==> src/rtl/mdio_pkg.sv <==
package mdio_pkg;
  localparam int unsigned SLOT_W    = 7;
  localparam int unsigned FRAME_W   = 64;
  localparam logic [SLOT_W-1:0] SL_PRE  = 7'd32; // first header slot
  localparam logic [SLOT_W-1:0] SL_REL  = 7'd46; // first released slot on reads
  localparam logic [SLOT_W-1:0] SL_ACK  = 7'd47;
  localparam logic [SLOT_W-1:0] SL_DAT0 = 7'd48;
  localparam logic [SLOT_W-1:0] SL_DATN = 7'd63;
  localparam logic [SLOT_W-1:0] SL_IDLE = 7'd64;

  localparam logic [1:0] CODE_SOF = 2'b01;
  localparam logic [1:0] CODE_RD  = 2'b10;
  localparam logic [1:0] CODE_WR  = 2'b01;
  localparam logic [1:0] CODE_TA  = 2'b10;

  typedef struct packed {
    logic        wr;
    logic [4:0]  phy;
    logic [4:0]  regad;
    logic [15:0] wdata;
  } mgmt_cmd_t;

  typedef enum logic {PH_LOW = 1'b0, PH_HIGH = 1'b1} mdc_phase_e;
endpackage

==> src/rtl/mdio_clkdiv.sv <==
module mdio_clkdiv #(
  parameter int DIV_W = 8
) (
  input  logic             clk,
  input  logic             rst_n,
  input  logic             run,
  input  logic [DIV_W-1:0] half,
  output logic             tick
);
  localparam logic [DIV_W-1:0] ONE = {{(DIV_W-1){1'b0}}, 1'b1};

  logic [DIV_W-1:0] cnt;
  logic             last;

  assign last = (cnt == (half - ONE));
  assign tick = run && last;

  always_ff @(posedge clk or negedge rst_n) begin
    if (!rst_n)              cnt <= '0;
    else if (!run || last)   cnt <= '0;
    else                     cnt <= cnt + ONE;
  end

  // the phase counter never passes the programmed half period
  assert_cnt_in_range_R7: assert property (@(posedge clk) disable iff (!rst_n)
    run |-> (cnt < half));
endmodule

==> src/rtl/mdio_frame_build.sv <==
module mdio_frame_build
  import mdio_pkg::*;
(
  input  mgmt_cmd_t          cmd,
  output logic [FRAME_W-1:0] frame
);
  logic [1:0]  op;
  logic [1:0]  ta;
  logic [15:0] dat;

  always_comb begin
    op    = cmd.wr ? CODE_WR : CODE_RD;
    ta    = cmd.wr ? CODE_TA : 2'b11;
    dat   = cmd.wr ? cmd.wdata : 16'hFFFF;
    frame = {32'hFFFF_FFFF, CODE_SOF, op, cmd.phy, cmd.regad, ta, dat};
  end
endmodule

==> src/rtl/mdio_rx_capture.sv <==
module mdio_rx_capture
  import mdio_pkg::*;
(
  input  logic              clk,
  input  logic              rst_n,
  input  logic              clear,
  input  logic              sample,
  input  logic              is_read,
  input  logic [SLOT_W-1:0] slot,
  input  logic              mdio_i,
  output logic [15:0]       rdata,
  output logic              nack
);
  always_ff @(posedge clk or negedge rst_n) begin
    if (!rst_n) begin
      rdata <= '0;
      nack  <= 1'b0;
    end else if (clear) begin
      rdata <= '0;
      nack  <= 1'b0;
    end else if (sample && is_read) begin
      if (slot == SL_ACK)
        nack <= mdio_i;
      else if (slot >= SL_DAT0 && slot <= SL_DATN && !nack)
        rdata <= {rdata[14:0], mdio_i};
    end
  end

  // an unacknowledged read never collects data bits
  assert_nack_no_data_R6: assert property (@(posedge clk) disable iff (!rst_n)
    nack |-> (rdata == 16'h0000));
endmodule

==> src/rtl/mdio_master.sv <==
module mdio_master
  import mdio_pkg::*;
#(
  parameter int DIV_W = 8
) (
  input  logic             clk,
  input  logic             rst_n,
  input  logic [DIV_W-1:0] cfg_half_period,
  input  logic             cmd_valid,
  output logic             cmd_ready,
  input  logic             cmd_write,
  input  logic [4:0]       cmd_phy,
  input  logic [4:0]       cmd_reg,
  input  logic [15:0]      cmd_wdata,
  output logic             busy,
  output logic             done,
  output logic [15:0]      rsp_rdata,
  output logic             rsp_err,
  output logic             mdc,
  output logic             mdio_o,
  output logic             mdio_oe,
  input  logic             mdio_i
);
  localparam logic [DIV_W-1:0] HALF_MIN = {{(DIV_W-1){1'b0}}, 1'b1};

  mgmt_cmd_t          cmd_in;
  logic [FRAME_W-1:0] frame_w;
  logic [FRAME_W-1:0] shreg;
  logic [SLOT_W-1:0]  slot;
  logic [SLOT_W-1:0]  slot_nxt;
  logic [DIV_W-1:0]   half_q;
  mdc_phase_e         phase;
  logic               wr_q;
  logic               accept;
  logic               tick;
  logic               rise;

  assign cmd_in   = '{wr: cmd_write, phy: cmd_phy, regad: cmd_reg, wdata: cmd_wdata};
  assign cmd_ready = !busy;
  assign accept   = cmd_valid && !busy;
  assign slot_nxt = slot + 1'b1;
  assign rise     = busy && tick && (phase == PH_LOW);
  assign mdio_o   = shreg[FRAME_W-1];

  mdio_frame_build u_build (
    .cmd   (cmd_in),
    .frame (frame_w)
  );

  mdio_clkdiv #(.DIV_W(DIV_W)) u_div (
    .clk   (clk),
    .rst_n (rst_n),
    .run   (busy),
    .half  (half_q),
    .tick  (tick)
  );

  mdio_rx_capture u_rx (
    .clk     (clk),
    .rst_n   (rst_n),
    .clear   (accept),
    .sample  (rise),
    .is_read (!wr_q),
    .slot    (slot),
    .mdio_i  (mdio_i),
    .rdata   (rsp_rdata),
    .nack    (rsp_err)
  );

  always_ff @(posedge clk or negedge rst_n) begin
    if (!rst_n) begin
      busy    <= 1'b0;
      done    <= 1'b0;
      phase   <= PH_LOW;
      slot    <= '0;
      shreg   <= '1;
      wr_q    <= 1'b0;
      half_q  <= HALF_MIN;
      mdc     <= 1'b0;
      mdio_oe <= 1'b0;
    end else begin
      done <= 1'b0;
      if (accept) begin
        busy    <= 1'b1;
        phase   <= PH_LOW;
        slot    <= '0;
        shreg   <= frame_w;
        wr_q    <= cmd_write;
        half_q  <= (cfg_half_period == '0) ? HALF_MIN : cfg_half_period;
        mdc     <= 1'b0;
        mdio_oe <= 1'b1;
      end else if (busy && tick) begin
        if (phase == PH_LOW) begin
          phase <= PH_HIGH;
          mdc   <= 1'b1;
        end else begin
          phase <= PH_LOW;
          mdc   <= 1'b0;
          if (slot == SL_IDLE) begin
            busy    <= 1'b0;
            done    <= 1'b1;
            mdio_oe <= 1'b0;
          end else begin
            slot    <= slot_nxt;
            shreg   <= {shreg[FRAME_W-2:0], 1'b1};
            mdio_oe <= wr_q || (slot_nxt < SL_REL);
          end
        end
      end
    end
  end

  // preamble slots drive ones
  assert_preamble_high_R1: assert property (@(posedge clk) disable iff (!rst_n)
    (busy && slot < SL_PRE) |-> (mdio_oe && mdio_o));

  // the slot index never passes the idle slot
  assert_slot_bound_R3: assert property (@(posedge clk) disable iff (!rst_n)
    slot <= SL_IDLE);

  // reads leave the line to the PHY from the turnaround on
  assert_read_release_R4: assert property (@(posedge clk) disable iff (!rst_n)
    (busy && !wr_q && slot >= SL_REL) |-> !mdio_oe);

  // the management clock moves only on divider ticks
  assert_mdc_on_tick_R7: assert property (@(posedge clk) disable iff (!rst_n)
    (busy && !tick) |=> $stable(mdc));

  // an accepted command makes the block busy
  assert_accept_sets_busy_R8: assert property (@(posedge clk) disable iff (!rst_n)
    (cmd_valid && cmd_ready) |=> busy);

  // at the end pulse the link is quiet
  assert_done_quiet_R9: assert property (@(posedge clk) disable iff (!rst_n)
    done |-> (!busy && !mdio_oe && !mdc));
endmodule

==> config.mk <==
export PLATFORM = sky130hd
export DESIGN_NAME = mdio_master
export DESIGN_NICKNAME = d
export VERILOG_FILES = /design/src/rtl/mdio_pkg.sv /design/src/rtl/mdio_clkdiv.sv /design/src/rtl/mdio_frame_build.sv /design/src/rtl/mdio_rx_capture.sv /design/src/rtl/mdio_master.sv
export SDC_FILE = /design/constraint.sdc
export NUM_CORES = 1
export LEC_CHECK = 0
export CAP_MARGIN = 25
export CORE_UTILIZATION = 31
export CTS_CLUSTER_SIZE = 40
export DETAILED_ROUTE_END_ITERATION = 10
export PLACE_DENSITY = 0.61
export SYNTH_ARGS = -nofsm -noshare
export SYNTH_HDL_FRONTEND = slang
export SYNTH_HIERARCHICAL = 1
export SYNTH_SLANG_ARGS = --single-unit
==> constraint.sdc <==
create_clock -name clk -period 2.8 [get_ports clk]
set_input_delay 0.28 -clock clk [delete_from_list [all_inputs] [get_ports clk]]
set_output_delay 0.28 -clock clk [all_outputs]
set_load 0.02 [all_outputs]
==> metrics.cfg <==
[die]
num_rows=51
io_pins=62
fp.dieH_um=143
core_mm2=0.0195
initial_utilization_pct=31.8
dieArea_mm2=0.0206
fp.dieW_um=143

[synthesis]
synthFlopType=dfstp_2
ys_types=62
ys_warn_count=6
synth_seq_area_share_pct=45.3
syn_area_mm2=0.00621
syn-instance-count=691
ys_ff_latch=109
synth.avg_cell_area_um2=8.98
synth_edf_count=0
postSynth.asyncResetShare_pct=100

[clock_tree]
ctsRootBufferMaster=clkbuf_16
clk_pin_slew_ns=0.07
cts_tree=yes
cts_sinks=109
h-tree-depth=3
clock_latency_ns=0.37
cts_buffers=9
cts_buffer_depth=2

[critical_path]
crit_type=flip-flop to flip-flop
critPathLaunchType=flip-flop
cp_max_fo=16
cp.arrival_ns=2.90
cpPeakStageDelay_ns=0.54
worstPathCellList=inv_2, ha_4, nand2b_4, nand3_2, o21ai_2, a2111oi_4, and3_4, nand2_2, nor2_4, nand4b_4, buf_12, o21ai_0, a21oi_1
critPathBufInv=2
worstSetupEndpointType=flip-flop
slowest_stage=dfstp_2
cp_top_family=simple AND/OR/NAND/NOR gates
crit_required_ns=3.03

[placed_design]
port_buffers=61
dpl_cell_area_mm2=0.00691
pre_cts_slack_ns=0.152
dp_hpwl_mm=7.99
gp_congestion=0.768

[pwr]
power_mw=6.51
powerDensity_mw_per_mm2=886
swShare_pct=33.7
p_leak_nw=2.85
peakVddDrop_mv=0.377
internal-power_mw=4.32
netSwitchingPower_mw=2.19
p_seq_share_pct=46.6
combinationalPowerShare_pct=32.4
pwr-share-clk_pct=21.0

[final_layout]
multi_input_area_mm2=0.00291
layout_common_cells=nand2_1 (158), nor3_1 (66), dfstp_2 (65)
final-seq-area_mm2=0.00281
fillers=1990
finalNetCount=769
final_area_mm2=0.00735
final_common_cell=nand2_1
drive_above_1_share_pct=21.2
n_antenna_cell=0
areaGrowthSynthToFinish_pct=18.4

[drt]
first_pass_iters=5
wl_per_cell_um=13.5
drtIter0Drc=282
drtAntennaViolNets=0
drc=0
finalWirelength_mm=13.4
vias_per_cell=4.76
route.vias.total=4744

[grt]
grtUsageTotal_pct=13.6
grt_overflow=0
grt_pass1_vias=4570
grt_max_degree=71
antenna_found_initial=0
grt_pass1_wl_mm=22.3

[sta]
finClkSkew_ns=0.0122
worst_pin_slew_ns=0.673
max_freq_mhz=374
hold_viol=0
period_needed_ns=2.67
timing.final.ws_setup_ns=0.128
maxSlewViolCount=0
rsz0062_at_grt=no
final.period_utilization_pct=95.4
timing.slew.headroom_pct=55.1
holdWs_ns=0.442
setup_violations=0

[status]
outcome=completed

[flow_run]
cap_violations=0

[worst_hold_path]
min_path_type=primary input to flip-flop

==> synth_stat cells, drive strengths merged (2+ instances only) <==
cell type	count	area, um2
and3	5	31.3
a31oi	65	534
o21ai	22	110
nand3b	2	15.0
conb	2	7.51
and4	3	26.3
clkbuf	26	100
nand4	2	12.5
nor2	13	58.8
nand2b	15	96.3
a21oi	29	145
or2b	6	45.0
xnor2	16	155
xor2	7	61.3
or3	2	12.5
ha	4	50.1
or2	2	12.5
inv	11	41.3
dfstp	65	1710
dfrtp	44	1100
nor3	67	335
buf	71	548
nand3	30	160
nor4	2	18.8
a211oi	2	20.0
nand2	160	603
a2111oi	2	36.3
==> per-layer routing <==
layer | share of wire (%) | vias to the layer above | track usage [%] | wire [um]
met5 | 0 | - | 0 | 0
met2 | 46 | 93 | 22.2 | 6230
met1 | 49 | 2270 | 17.5 | 6540
met3 | 3.6 | 13 | 2.70 | 482
met4 | 1.4 | 0 | 5.26 | 185
li1 | - | 2368 | - | -
==> flip-flops by register name, indices dropped and copies added, names as in the netlist <==
signal,count
wr_q,1
phase,1
half_q,8
mdio_oe,1
u_div/cnt,8
busy,1
shreg,64
u_rx/nack,1
slot,7
u_rx/rdata,16
done,1
==> timing repair <==
action,in CTS,in global routing
hold buffers,1,0
setup endpoints to repair,0,84
endpoints found under the hold margin,32,0
buffers inserted,0,3
gates resized for setup,0,7
==> power groups by stage <==
stage	Combinational (mW)	Clock (mW)	Sequential (mW)
after floorplan	1.58	0	2.99
after CTS	2.10	1.42	3.04
after global placement	2.04	0	3.05
after detailed placement	2.09	0	3.05
after global routing	2.38	1.46	3.13
final	2.11	1.37	3.03
==> logic make-up (layout without fill, tap and decap cells) <==
group                      after synthesis  count (layout)  synth area share [%]
buffers and inverters                  108             115                  11.1
AOI/OAI and AO/OA                      128             128                  14.9
other                                    2              35                 0.121
adders and majority gates                5               5                 0.968
muxes                                    1               1                 0.161
and+or+nand+nor                        315             315                  24.0
DFF                                    109             109                  45.3
xor gates and xnor gates                23              23                  3.49
==> through the flow <==
step | util, % | instances | setup TNS, ns
3_3_place_gp | 35.4 | 974 | 0
6_report | 37.6 | 996 | 0
5_1_grt | 37.6 | 996 | 0
3_5_place_dp | 35.4 | 974 | 0
4_1_cts | 37.1 | 991 | 0
2_1_floorplan | - | 724 | -2.41
==> area by class of cell <==
class | instances | area share, %
Sequential cell | 109 | 38.2
Clock buffer | 11 | 3.46
Tap cell | 265 | 4.51
Multi-Input combinational cell | 507 | 39.6
Inverter | 11 | 0.596
Timing Repair Buffer | 88 | 12.8
Clock inverter | 5 | 0.851
==> path summary, 6_finish.rpt <==
kind / from / endpoint / slack, ns / depth (start not counted)
max reg2reg: half_q[0] / u_rx/rdata[14] / 0.13 / 13
min in group asynchronous: rst_n / half_q[4] / 0.47 / 2
max: half_q[0] / u_rx/rdata[14] / 0.13 / 13
min reg2reg: shreg[45] / shreg[46] / 0.49 / 2
min: cmd_phy[1] / shreg[24] / 0.44 / 3
max in group asynchronous: rst_n / shreg[42] / 1.52 / 3
==> worst reg2reg max path, cell delays in order, from the launching register on <==
cell and delay (ns):
dfstp_2 0.54, inv_2 0.04, ha_4 0.18, nand2b_4 0.14, nand3_2 0.07, o21ai_2 0.07, a2111oi_4 0.36, and3_4 0.28
nand2_2 0.07, nor2_4 0.15, nand4b_4 0.13, buf_12 0.17, o21ai_0 0.22, a21oi_1 0.12
No activity file was read; power rests on OpenSTA's default activity.
